==> src/rtl/memdep_pkg.sv <==
package memdep_pkg;

  typedef enum logic [1:0] {
    K_LOAD  = 2'd0,
    K_STORE = 2'd1,
    K_MBAR  = 2'd2,
    K_WBAR  = 2'd3
  } kind_e;

endpackage

==> src/rtl/memdep_pick_free.sv <==
module memdep_pick_free #(
  parameter int N = 16
) (
  input  logic [N-1:0]         busy,
  output logic                 any_free,
  output logic [$clog2(N)-1:0] idx
);
  localparam int IW = $clog2(N);

  always_comb begin
    any_free = 1'b0;
    idx      = '0;
    for (int i = 0; i < N; i++) begin
      if (!busy[i] && !any_free) begin
        any_free = 1'b1;
        idx      = IW'(i);
      end
    end
  end
endmodule

==> src/rtl/memdep_cam.sv <==
module memdep_cam #(
  parameter int N  = 16,
  parameter int SW = 16
) (
  input  logic [N-1:0]         valid,
  input  logic [N-1:0][SW-1:0] seqs,
  input  logic [SW-1:0]        key,
  output logic                 hit,
  output logic [$clog2(N)-1:0] idx
);
  localparam int IW = $clog2(N);

  always_comb begin
    hit = 1'b0;
    idx = '0;
    for (int i = 0; i < N; i++) begin
      if (valid[i] && (seqs[i] == key) && !hit) begin
        hit = 1'b1;
        idx = IW'(i);
      end
    end
  end
endmodule

==> src/rtl/memdep_pick_oldest.sv <==
module memdep_pick_oldest #(
  parameter int N  = 16,
  parameter int SW = 16
) (
  input  logic [N-1:0]         req,
  input  logic [N-1:0][SW-1:0] seqs,
  output logic                 found,
  output logic [$clog2(N)-1:0] idx
);
  localparam int IW = $clog2(N);

  logic [SW-1:0] best;

  always_comb begin
    found = 1'b0;
    idx   = '0;
    best  = '0;
    for (int i = 0; i < N; i++) begin
      if (req[i] && (!found || (seqs[i] < best))) begin
        found = 1'b1;
        idx   = IW'(i);
        best  = seqs[i];
      end
    end
  end
endmodule

==> src/rtl/memdep_ofifo.sv <==
module memdep_ofifo #(
  parameter int W     = 16,
  parameter int DEPTH = 4
) (
  input  logic         clk,
  input  logic         rst_n,
  input  logic         push,
  input  logic [W-1:0] din,
  output logic         full,
  output logic         valid,
  input  logic         pop,
  output logic [W-1:0] dout
);
  localparam int PW = (DEPTH > 1) ? $clog2(DEPTH) : 1;
  localparam int CW = $clog2(DEPTH + 1);

  logic [DEPTH-1:0][W-1:0] mem_q;
  logic [PW-1:0]           wp_q, wp_d, rp_q, rp_d;
  logic [CW-1:0]           cnt_q, cnt_d;
  logic                    pop_ok;

  assign full   = (cnt_q == CW'(DEPTH));
  assign valid  = (cnt_q != '0);
  assign dout   = mem_q[rp_q];
  assign pop_ok = pop && valid;

  always_comb begin
    wp_d  = wp_q;
    rp_d  = rp_q;
    cnt_d = cnt_q + CW'(push) - CW'(pop_ok);
    if (push)   wp_d = (wp_q == PW'(DEPTH - 1)) ? '0 : wp_q + PW'(1);
    if (pop_ok) rp_d = (rp_q == PW'(DEPTH - 1)) ? '0 : rp_q + PW'(1);
  end

  always_ff @(posedge clk or negedge rst_n) begin
    if (!rst_n) begin
      wp_q  <= '0;
      rp_q  <= '0;
      cnt_q <= '0;
    end else begin
      wp_q  <= wp_d;
      rp_q  <= rp_d;
      cnt_q <= cnt_d;
    end
  end

  always_ff @(posedge clk) begin
    if (push) mem_q[wp_q] <= din;
  end

  // the producer side must never write into a full FIFO
  p_no_overflow_r11: assert property (@(posedge clk) disable iff (!rst_n)
    push |-> !full);
endmodule

==> src/rtl/memdep_tracker.sv <==
module memdep_tracker
  import memdep_pkg::*;
#(
  parameter int ENTRIES   = 16,
  parameter int SEQ_W     = 16,
  parameter int OUT_DEPTH = 4
) (
  input  logic             clk,
  input  logic             rst_n,
  input  logic             ins_valid,
  output logic             ins_ready,
  input  logic [SEQ_W-1:0] ins_seq,
  input  logic [1:0]       ins_kind,
  input  logic             ins_nonspec,
  input  logic             ins_regs_ok,
  input  logic [SEQ_W-1:0] ins_pred_seq,
  input  logic             rr_valid,
  input  logic [SEQ_W-1:0] rr_seq,
  input  logic             go_valid,
  input  logic [SEQ_W-1:0] go_seq,
  input  logic             done_valid,
  input  logic [SEQ_W-1:0] done_seq,
  input  logic             resched_valid,
  input  logic [SEQ_W-1:0] resched_seq,
  input  logic             replay_go,
  input  logic             sq_valid,
  input  logic [SEQ_W-1:0] sq_seq,
  output logic             out_valid,
  input  logic             out_ready,
  output logic [SEQ_W-1:0] out_seq
);
  localparam int IW = $clog2(ENTRIES);

  // reset: asserted asynchronously, released on the clock
  logic [1:0] rs_q;
  logic       rst_s;
  always_ff @(posedge clk or negedge rst_n) begin
    if (!rst_n) rs_q <= 2'b00;
    else        rs_q <= {rs_q[0], 1'b1};
  end
  assign rst_s = rs_q[1];

  // entry state
  logic [ENTRIES-1:0]            v_q, v_d;
  logic [ENTRIES-1:0]            regs_q, regs_d;
  logic [ENTRIES-1:0]            memok_q, memok_d;
  logic [ENTRIES-1:0]            pend_q, pend_d;
  logic [ENTRIES-1:0]            park_q, park_d;
  logic [ENTRIES-1:0]            lnk_q, lnk_d;
  logic [ENTRIES-1:0][IW-1:0]    lidx_q, lidx_d;
  logic [ENTRIES-1:0][SEQ_W-1:0] seq_q, seq_d;
  kind_e                         kind_q [ENTRIES];
  kind_e                         kind_d [ENTRIES];

  // barrier flags
  logic             ldb_q, ldb_d, stb_q, stb_d;
  logic [SEQ_W-1:0] ldb_seq_q, ldb_seq_d, stb_seq_q, stb_seq_d;

  // command decode
  kind_e            ik;
  logic             ins_fire, is_mem, link_ok;
  logic [SEQ_W-1:0] cmd_seq, prod_seq;
  logic             cmd_hit, p_hit, free_ok, sel_v, push, fifo_full;
  logic [IW-1:0]    cmd_idx, p_idx, free_idx, sel_idx;

  assign ik        = kind_e'(ins_kind);
  assign ins_ready = free_ok;
  assign ins_fire  = ins_valid && ins_ready;
  assign is_mem    = (ik == K_LOAD) || (ik == K_STORE);

  always_comb begin
    if (rr_valid)        cmd_seq = rr_seq;
    else if (go_valid)   cmd_seq = go_seq;
    else if (done_valid) cmd_seq = done_seq;
    else                 cmd_seq = resched_seq;
  end

  always_comb begin
    if ((ik == K_LOAD) && ldb_q)       prod_seq = ldb_seq_q;
    else if ((ik == K_STORE) && stb_q) prod_seq = stb_seq_q;
    else                               prod_seq = ins_pred_seq;
  end

  memdep_pick_free #(.N(ENTRIES)) u_free (
    .busy(v_q), .any_free(free_ok), .idx(free_idx));

  memdep_cam #(.N(ENTRIES), .SW(SEQ_W)) u_cam_cmd (
    .valid(v_q), .seqs(seq_q), .key(cmd_seq), .hit(cmd_hit), .idx(cmd_idx));

  memdep_cam #(.N(ENTRIES), .SW(SEQ_W)) u_cam_prod (
    .valid(v_q), .seqs(seq_q), .key(prod_seq), .hit(p_hit), .idx(p_idx));

  memdep_pick_oldest #(.N(ENTRIES), .SW(SEQ_W)) u_oldest (
    .req(pend_q), .seqs(seq_q), .found(sel_v), .idx(sel_idx));

  assign link_ok = is_mem && !ins_nonspec && (prod_seq != '0) && p_hit &&
                   (kind_q[p_idx] != K_LOAD);
  assign push    = sel_v && !fifo_full;

  memdep_ofifo #(.W(SEQ_W), .DEPTH(OUT_DEPTH)) u_fifo (
    .clk(clk), .rst_n(rst_s), .push(push), .din(seq_q[sel_idx]),
    .full(fifo_full), .valid(out_valid), .pop(out_ready), .dout(out_seq));

  // next state
  always_comb begin
    v_d       = v_q;
    regs_d    = regs_q;
    memok_d   = memok_q;
    pend_d    = pend_q;
    park_d    = park_q;
    lnk_d     = lnk_q;
    lidx_d    = lidx_q;
    seq_d     = seq_q;
    kind_d    = kind_q;
    ldb_d     = ldb_q;
    stb_d     = stb_q;
    ldb_seq_d = ldb_seq_q;
    stb_seq_d = stb_seq_q;

    if (push) pend_d[sel_idx] = 1'b0;

    if (ins_fire) begin
      v_d[free_idx]     = 1'b1;
      seq_d[free_idx]   = ins_seq;
      kind_d[free_idx]  = ik;
      park_d[free_idx]  = 1'b0;
      regs_d[free_idx]  = is_mem && ins_regs_ok;
      lnk_d[free_idx]   = link_ok;
      lidx_d[free_idx]  = p_idx;
      memok_d[free_idx] = is_mem && !ins_nonspec && !link_ok;
      pend_d[free_idx]  = is_mem && !ins_nonspec && !link_ok && ins_regs_ok;
      if (ik == K_MBAR) begin
        ldb_d     = 1'b1;
        ldb_seq_d = ins_seq;
        stb_d     = 1'b1;
        stb_seq_d = ins_seq;
      end else if (ik == K_WBAR) begin
        stb_d     = 1'b1;
        stb_seq_d = ins_seq;
      end
    end

    if (rr_valid && cmd_hit) begin
      regs_d[cmd_idx] = 1'b1;
      if (memok_q[cmd_idx]) pend_d[cmd_idx] = 1'b1;
    end

    if (go_valid && cmd_hit) pend_d[cmd_idx] = 1'b1;

    if (resched_valid && cmd_hit) park_d[cmd_idx] = 1'b1;

    if (done_valid && cmd_hit) begin
      v_d[cmd_idx]    = 1'b0;
      pend_d[cmd_idx] = 1'b0;
      park_d[cmd_idx] = 1'b0;
      lnk_d[cmd_idx]  = 1'b0;
      if (kind_q[cmd_idx] != K_LOAD) begin
        for (int j = 0; j < ENTRIES; j++) begin
          if (v_q[j] && lnk_q[j] && (lidx_q[j] == cmd_idx)) begin
            lnk_d[j]   = 1'b0;
            memok_d[j] = 1'b1;
            if (regs_q[j]) pend_d[j] = 1'b1;
          end
        end
      end
      if (kind_q[cmd_idx] == K_MBAR) begin
        if (ldb_seq_q == done_seq) ldb_d = 1'b0;
        if (stb_seq_q == done_seq) stb_d = 1'b0;
      end else if (kind_q[cmd_idx] == K_WBAR) begin
        if (stb_seq_q == done_seq) stb_d = 1'b0;
      end
    end

    if (replay_go) begin
      for (int j = 0; j < ENTRIES; j++) begin
        if (park_q[j]) begin
          pend_d[j] = 1'b1;
          park_d[j] = 1'b0;
        end
      end
    end

    if (sq_valid) begin
      for (int j = 0; j < ENTRIES; j++) begin
        if (v_q[j] && (seq_q[j] > sq_seq)) begin
          v_d[j]    = 1'b0;
          pend_d[j] = 1'b0;
          park_d[j] = 1'b0;
          lnk_d[j]  = 1'b0;
        end
      end
    end
  end

  // control registers
  always_ff @(posedge clk or negedge rst_s) begin
    if (!rst_s) begin
      v_q       <= '0;
      regs_q    <= '0;
      memok_q   <= '0;
      pend_q    <= '0;
      park_q    <= '0;
      lnk_q     <= '0;
      ldb_q     <= 1'b0;
      stb_q     <= 1'b0;
      ldb_seq_q <= '0;
      stb_seq_q <= '0;
    end else begin
      v_q       <= v_d;
      regs_q    <= regs_d;
      memok_q   <= memok_d;
      pend_q    <= pend_d;
      park_q    <= park_d;
      lnk_q     <= lnk_d;
      ldb_q     <= ldb_d;
      stb_q     <= stb_d;
      ldb_seq_q <= ldb_seq_d;
      stb_seq_q <= stb_seq_d;
    end
  end

  // payload registers, qualified by v_q
  always_ff @(posedge clk) begin
    seq_q  <= seq_d;
    lidx_q <= lidx_d;
    kind_q <= kind_d;
  end

  // one command per cycle (input rule)
  p_one_cmd_r1: assert property (@(posedge clk) disable iff (!rst_s)
    $onehot0({ins_valid, rr_valid, go_valid, done_valid, resched_valid,
              replay_go, sq_valid}));

  // a full table refuses inserts
  p_full_refuse_r1: assert property (@(posedge clk) disable iff (!rst_s)
    ($countones(v_q) == ENTRIES) |-> !ins_ready);

  // squashing to zero empties the table
  p_squash_all_r9: assert property (@(posedge clk) disable iff (!rst_s)
    (sq_valid && (sq_seq == '0)) |=> (v_q == '0));

  // a stalled output holds its value
  p_out_hold_r11: assert property (@(posedge clk) disable iff (!rst_s)
    (out_valid && !out_ready) |=> (out_valid && $stable(out_seq)));

  for (genvar g = 0; g < ENTRIES; g++) begin : g_chk
    // only loads and stores are ever released
    p_pend_memop_r4: assert property (@(posedge clk) disable iff (!rst_s)
      pend_q[g] |-> (kind_q[g] == K_LOAD || kind_q[g] == K_STORE));
    // an entry still linked to a producer is not released
    p_linked_waits_r6: assert property (@(posedge clk) disable iff (!rst_s)
      (v_q[g] && lnk_q[g]) |-> !pend_q[g]);
  end
endmodule

==> config.mk <==
export PLATFORM = sky130hd
export DESIGN_NAME = memdep_tracker
export DESIGN_NICKNAME = d
export VERILOG_FILES = /design/src/rtl/memdep_pkg.sv /design/src/rtl/memdep_pick_free.sv /design/src/rtl/memdep_cam.sv /design/src/rtl/memdep_pick_oldest.sv /design/src/rtl/memdep_ofifo.sv /design/src/rtl/memdep_tracker.sv
export SDC_FILE = /design/constraint.sdc
export NUM_CORES = 2
export LEC_CHECK = 0
export ABC_AREA = 1
export BUFFER_PORTS_ARGS = -buffer_cell sky130_fd_sc_hd__buf_2
export CORE_ASPECT_RATIO = 0.75
export CORE_MARGIN = 8
export CORE_UTILIZATION = 40
export DETAILED_ROUTE_END_ITERATION = 10
export GPL_TIMING_DRIVEN = 0
export PLACE_DENSITY_LB_ADDON = 0.1
export SETUP_SLACK_MARGIN = 0.2
export SLEW_MARGIN = 20
export SYNTH_ARGS = -nofsm -noshare
export SYNTH_HDL_FRONTEND = slang
export SYNTH_SLANG_ARGS = --single-unit
==> constraint.sdc <==
create_clock -name clk -period 3.8 [get_ports clk]
set_input_delay 0.19 -clock clk [delete_from_list [all_inputs] [get_ports clk]]
set_output_delay 0.19 -clock clk [all_outputs]
set_load 0.01 [all_outputs]
# Word-level counts from Yosys, hierarchy flattened
# Index checks and enable logic that the tools add are counted.
dict set report op_classes {
  add_sub_neg 4
  n_mul 0
  div 0
  order_cmp 44
  eq_ne 58
  n_shift 0
  muxes 380
  n_bitwise 17
  n_reduce_logical 262
}
# cell n
set ops {}
lappend ops {{two-way mux 16 bit} 52}
lappend ops {{equality test 16 bit} 34}
lappend ops {{bitwise mux 256 bit} 1}
lappend ops {{> comparator 16 bit} 16}
lappend ops {{two-way mux 1 bit} 244}
lappend ops {{< comparator 16 bit} 15}
lappend ops {{logical AND 1 bit} 161}
lappend ops {{two-way mux 4 bit} 33}
lappend ops {{bitwise mux 64 bit} 2}
lappend ops {{bitwise AND 16 bit} 6}
lappend ops {{OR 16 bit} 5}
lappend ops {{zero test 1 bit} 77}
lappend ops {{binary-select mux 16 bit (select 4 bit)} 1}
lappend ops {{bitwise mux 16 bit} 4}
lappend ops {{demux 16 bit (select 4 bit)} 1}
lappend ops {{equality test 4 bit} 16}
lappend ops {{two-way mux 3 bit} 16}
lappend ops {{inverter 16 bit} 3}
lappend ops {{binary-select mux 16 bit (select 2 bit)} 1}
lappend ops {{bitwise mux 32 bit} 1}
lappend ops {{demux 16 bit (select 2 bit)} 1}
lappend ops {{two-way mux 2 bit} 15}
lappend ops {{binary-select mux 2 bit (select 4 bit)} 2}
lappend ops {{demux 4 bit (select 4 bit)} 1}
lappend ops {{other kinds (22)} 57}
dict set report totals {
  regBits 555
  latchBits 0
  ram_bits 0
  romBits 0
  in_bits 126
  out_inout_bits 18
  elab_cells 831
  n_memories 0
}

# Depth between registers and ports, before layout
dict set report logic_depth {
  ltp_word 84
  mapped_depth 232
  mapped_depth_nobuf 202
}

# Hierarchy
# Synthesis repeated with hierarchy kept, for this count alone.
dict set report unflattened {
  hier_cells 5963
  hier_area_um2 46677.3
}
# module instances cells_per_inst area_per_inst_um2 seq_area_each_um2
set modules_own_cells {}
lappend modules_own_cells {memdep_tracker 1 2806 27370.0 13873.3}
lappend modules_own_cells {memdep_pick_oldest 1 1380 7936.4 0.0}
lappend modules_own_cells {memdep_cam 2 743 3913.8 0.0}
lappend modules_own_cells {memdep_ofifo 1 239 3214.3 2097.0}
lappend modules_own_cells {memdep_pick_free 1 52 329.1 0.0}

# Worst setup path before layout
# Ideal clock, no wire load.
dict set report synth_path {
  path_kind {register to register}
  from {register pend_q[0]}
  to {register u_fifo.mem_q[22] in the netlist's numbering (data pin)}
  setup_ns 0.266
  arrival_time_ns 23.605
  required_ns 3.534
  slack_ns -20.071
  stages_incl_launch_ff 190
  n_path_buf 31
  synth_period_minus_slack_ns 23.871
  cell_sequence {dfrtp_1 buf_6 clkbuf_1 nand2_1 ha_1 nand2_1 o21a_2 nand2_1 nand2_1 nand2_1 nand2_2 nand2_2 buf_6 clkbuf_1 nand2_1 o21ai_0 ha_1 a21oi_1 (+154 left out) o21ai_0 ha_1 a21oi_1 nor2_1 a211oi_1 o221a_2 nand2_1 nand2_2 nand2_4 buf_8 buf_8 buf_6 nand4_1 o21ai_0 nor2_1 nor2_1 nor2_1 nand2_1}
}
dict set report synth_via {
  elab_chain_cells 64
  word_cells_on_any_way 108
  cone_classes {order compare (15); mux (48); reduce/logical (45)}
}
# element line_no
set synth_lines {}
lappend synth_lines {{start, declared} memdep_tracker.sv:47} ;# logic [ENTRIES-1:0] pend_q, pend_d;
lappend synth_lines {{start signal, assigned} memdep_tracker.sv:212} ;# pend_q <= pend_d;
lappend synth_lines {{two-way mux 16 bit or two-way mux 1 bit (tied branches)} memdep_pick_oldest.sv:19} ;# if (req[i] && (!found || (seqs[i] < best))) begin
lappend synth_lines {{< comparator 16 bit or zero test 1 bit (tied branches)} memdep_pick_oldest.sv:19}
lappend synth_lines {{logical OR 1 bit} memdep_pick_oldest.sv:19}
lappend synth_lines {{logical AND 1 bit} memdep_pick_oldest.sv:19}
lappend synth_lines {{two-way mux 16 bit or two-way mux 1 bit (tied branches)} memdep_pick_oldest.sv:19}
lappend synth_lines {{< comparator 16 bit or zero test 1 bit (tied branches)} memdep_pick_oldest.sv:19}
lappend synth_lines {{logical OR 1 bit} memdep_pick_oldest.sv:19}
lappend synth_lines {{logical AND 1 bit} memdep_pick_oldest.sv:19}
lappend synth_lines {{(+49 left out)} --}
lappend synth_lines {{< comparator 16 bit or zero test 1 bit (tied branches)} memdep_pick_oldest.sv:19}
lappend synth_lines {{logical OR 1 bit} memdep_pick_oldest.sv:19}
lappend synth_lines {{logical AND 1 bit} memdep_pick_oldest.sv:19}
lappend synth_lines {{two-way mux 4 bit *} memdep_pick_oldest.sv:19}
lappend synth_lines {{binary-select mux 16 bit (select 4 bit) *} memdep_tracker.sv:101} ;# .clk(clk), .rst_n(rst_s), .push(push), .din(seq_q[sel_idx]),
lappend synth_lines {{two-way mux 16 bit (implied by the code) *} memdep_tracker.sv:101}
lappend synth_lines {{via u_fifo.din[6]} memdep_ofifo.sv:8} ;# input logic [W-1:0] din,
lappend synth_lines {{bitwise mux 64 bit *} memdep_ofifo.sv:48} ;# if (push) mem_q[wp_q] <= din;
lappend synth_lines {{end signal, assigned by index} memdep_ofifo.sv:48}
lappend synth_lines {{end, declared} memdep_ofifo.sv:17} ;# logic [DEPTH-1:0][W-1:0] mem_q;
# Mark *: on every way through the listed nets, which the timed path passes. The rest lies on a longest branch. The select of a mux whose other input is x is not followed.
# A chain may end at the register's enable or synchronous reset.

# Worst setup path in the final report
dict set report layout_path {
  from {register pend_q[0]}
  to {register u_fifo.mem_q[0] in the netlist's numbering (data pin)}
}
# Same word-level chain as after synthesis.

==> metrics.md <==
| Metric | Value |
|---|---|
| Total grt overflow | 0 |
| Pins Over Slew Limit | 0 |
| Critical path's largest stage delay | about 0.47 ns |
| Hold Path Class | primary input to flip-flop |
| Simple-gate share of the synthesized area | 0.260 |
| Clk buf depth | 3 |
| Quantity of I/O buffers inserted on ports | 140 |
| Wl on met1 | ~120000 um |
| Area growth syn-to-layout | 29.6% |
| Global-route wire length before repair | about 400000 um |
| Slew @ Worst Pin | 1.33 ns |
| RSZ-0062 raised after global routing | true |
| Area of the multi-input gates | 0.0325 mm2 |
| Iter 0 DRT Violations | 8980 |
| Fin Setup TNS | -2561.25 ns |
| Clk root buf | clkbuf_16 |
| Fin cells | ~8300 |
| Max Fclk | 38.8 MHz |
| Synthesized-area fraction occupied by adder cells | 0.125 |
| Worst-Skew Late Latency | 0.72 ns |
| Clk_skew | 0.0354 ns |
| Number of vias per cell | approximately 6.6 |
| CP max FO | 10 |
| # fillers | 11036 |
| Most frequent cells in the layout | 1267 x nand2_1, 543 x inv_1, 447 x nor2_1 |
| Synth Area in Compound Gates | 0.162 |
| Power Dens Cells | 727 mW/mm2 |
| Slew HR | 0.113 |
| Syn_nets | 6711 |
| H-tree lvl count | 3 |
| Register bit total from synthesis | 555 |
| Fraction of layout cells with a size suffix above 1 | 0.241 |
| Asr flop ratio synth | 0.250 |
| Core ar. | approximately 0.12 mm2 |
| Metal2 WL | ~110000 um |
| Largest net degree at the start of global routing | 48 |
| Finished Cell Area | 0.0612 mm2 |
| Synth Area in XOR/XNOR | 0.0412 |
| Proportion of synthesized area in mux cells | 0 |
| Setup violators final | 680 |
| Commonest non-fill, non-tap cell in the layout | nand2_1 |
| Worst path required time | 4.19 ns |
| Failing checks | setup timing |
| Post-route ant nets | 0 |
| Final worst setup slack | -21.97 ns |
| Worst-path clk slew | 0.06 ns |
| Syn_area_per_cell | 7.73 um2 |
| CP Class | flip-flop to flip-flop |
| Height of the die | 314 um |
| Final worst path period need | around 26 ns |
| Full die area | ~0.13 mm2 |
| Placer congestion estimate | about 1.1 |
| Outcome | complete, but fails checks |
| Worst setup EP type | flip-flop |
| WL final | 299000 um |
| Placed insts | 7843 |
| Final period util | 6.78 |
| # nets final | 7235 |
| IO Pins | 144 |
| EDFF count, synth | 416 |
| Slowest-stage cell, CP | dfrtp_1 |
| Vias in the first global route | 49313 |
| Max Used Layer | met5 |
| Hold slack | 0.0546 ns |
| Largest family of logic cells by synthesized area | simple AND/OR/NAND/NOR gates |
| Clock buffers created by TritonCTS | 66 |
| Hold Fails Final Rpt | 0 |
| Rows | 109 |
| Count of cell types in the netlist | 75 |
| Post-DR wirelength/cell | around 36 um |
| WP data arrival | about 26 ns |
| Die span in x | between 400 and 500 um |
| CTS sink cnt | approximately 560 |
| CP startpoint kind | flip-flop |
| Starting Density | 0.402 |
| Leakage | 26.4 nW |
| Detailed-placement wirelength estimate | 222000 um |
| Placed Area | 0.0519 mm2 |
| Cells after synthesis | between 6000 and 7000 |
| Gr usage total | 0.439 |
| Met3 Routed Length | ~46000 um |
| Max Cap Viol | 0 |
| DRC Markers | 0 |
| First drt pass iteration count | 9 |
| Initial antenna violation count | 29 |
| Post-synthesis sequential area ratio | 0.338 |
| Synthesized cell area | 0.0472 mm2 |
| Synthesis warning total | 0 |
| Post-synth top flop | edfxtp_1 |
| CTS tree | built |
| Max VDD drop | roughly 0.45 mV |
| Vias | roughly 55000 |
| Crit-path most repeated cell | nand2_2 |
| FF/Latch Area | 0.0160 mm2 |
==> through the flow <==
stage / util / setup slack, ns / total power [mW]
global placement: 0.434 / -26.71 / 27.7
finish: 0.521 / -21.97 / 44.5
global route: 0.520 / -22.59 / 46.1
CTS: 0.497 / -21.71 / 39.4
detailed placement: 0.442 / -26.92 / 28.1
floorplan: - / -18.64 / 20.1
==> sequential cells by signal, summed over array words and instances (netlist names) <==
register and count:
park_q 16, lidx_q 64, u_fifo.cnt_q 3, pend_q 16
ldb_seq_q 16, ldb_q 1, regs_q 16, kind_q 32
memok_q 16, seq_q 256, v_q 16, u_fifo.mem_q 64
rs_q 2, lnk_q 16, stb_seq_q 16, u_fifo.rp_q 2
u_fifo.wp_q 2, stb_q 1
==> area by class of cell <==
| class | count | area share |
|---|---|---|
| Antenna cell | 34 | 0.00139 |
| Buffer | 208 | 0.0351 |
| Clock buffer | 76 | 0.0278 |
| Clock inverter | 44 | 0.00853 |
| Inverter | 604 | 0.0377 |
| Multi-Input combinational cell | 4746 | 0.531 |
| Sequential cell | 555 | 0.261 |
| Tap cell | 1554 | 0.0318 |
| Timing Repair Buffer | 455 | 0.0661 |
==> path summary, 6_finish.rpt <==
kind / slack [ns] / cells after the start / end / start
worst min register to register: 0.16 / 0 / u_fifo.cnt_q[1] / rs_q[1]
worst max-delay path: -21.97 / 181 / u_fifo.mem_q[0] / pend_q[0]
worst min-delay path: 0.05 / 7 / ldb_q / done_seq[3]
worst max register to register: -21.97 / 181 / u_fifo.mem_q[0] / pend_q[0]
min in group asynchronous: 0.16 / 0 / u_fifo.cnt_q[1] / rs_q[1]
max in group asynchronous: 2.83 / 2 / ldb_seq_q[0] / rs_q[1]
==> cells by family (layout without fill, tap and decap cells) <==
group,after synthesis,after routing
AOI/OAI and AO/OA,1246,1246
and+or+nand+nor,2803,2804
other,1,35
DFF,555,555
xor gates and xnor gates,222,222
buffers and inverters,812,1387
adders and majority gates,473,473
==> layer usage <==
| metal | track usage | up-vias |
|---|---|---|
| met2 | 0.580 | 4366 |
| met3 | 0.193 | 982 |
| met4 | 0.222 | 28 |
| met5 | 0.00450 | - |
| li1 | - | 22770 |
| met1 | 0.600 | 26377 |
==> cells in the mapped netlist, types with 57 or more instances <==
cell	instances	area, um2
nand2_1	1448	5440
inv_1	582	2180
nor2_1	566	2120
ha_1	472	5910
o21ai_0	417	2090
edfxtp_1	416	12500
nand4_1	240	1500
a21oi_1	238	1190
nand3_1	186	931
xor2_1	181	1590
o22ai_1	168	1050
dfrtp_1	139	3480
clkbuf_1	137	514
nor3_1	102	510
nor4_1	100	626
a221oi_1	65	569
o21ai_1	60	300
nand2_2	57	357
==> critical path: cells and delay by family (launching register included) <==
family,cells,cell delay [ns]
DFF,1,0.47
and+or+nand+nor,79,6.81
adders and majority gates,14,4.10
AOI/OAI and AO/OA,45,7.53
buffers and inverters,43,6.33
==> power by group <==
group | internal, mW | leakage [nW] | switching [mW]
Combinational | 11.0 | 19.7 | 18.2
Sequential | 7.60 | 5.59 | 1.09
Clock | 3.64 | 1.05 | 3.06
Total | 22.2 | 26.4 | 22.3
==> repair_timing <==
| action | CTS | global route |
|---|---|---|
| resized for setup | 633 | 447 |
| pin swaps | 195 | 228 |
| hold endpoints to repair | 37 | 0 |
| setup buffers | 167 | 66 |
| setup endpoints to repair | 680 | 680 |
| hold buffers | 13 | 0 |
| cloned | 25 | 8 |
Note: power is estimated with default switching activity, not from simulation.
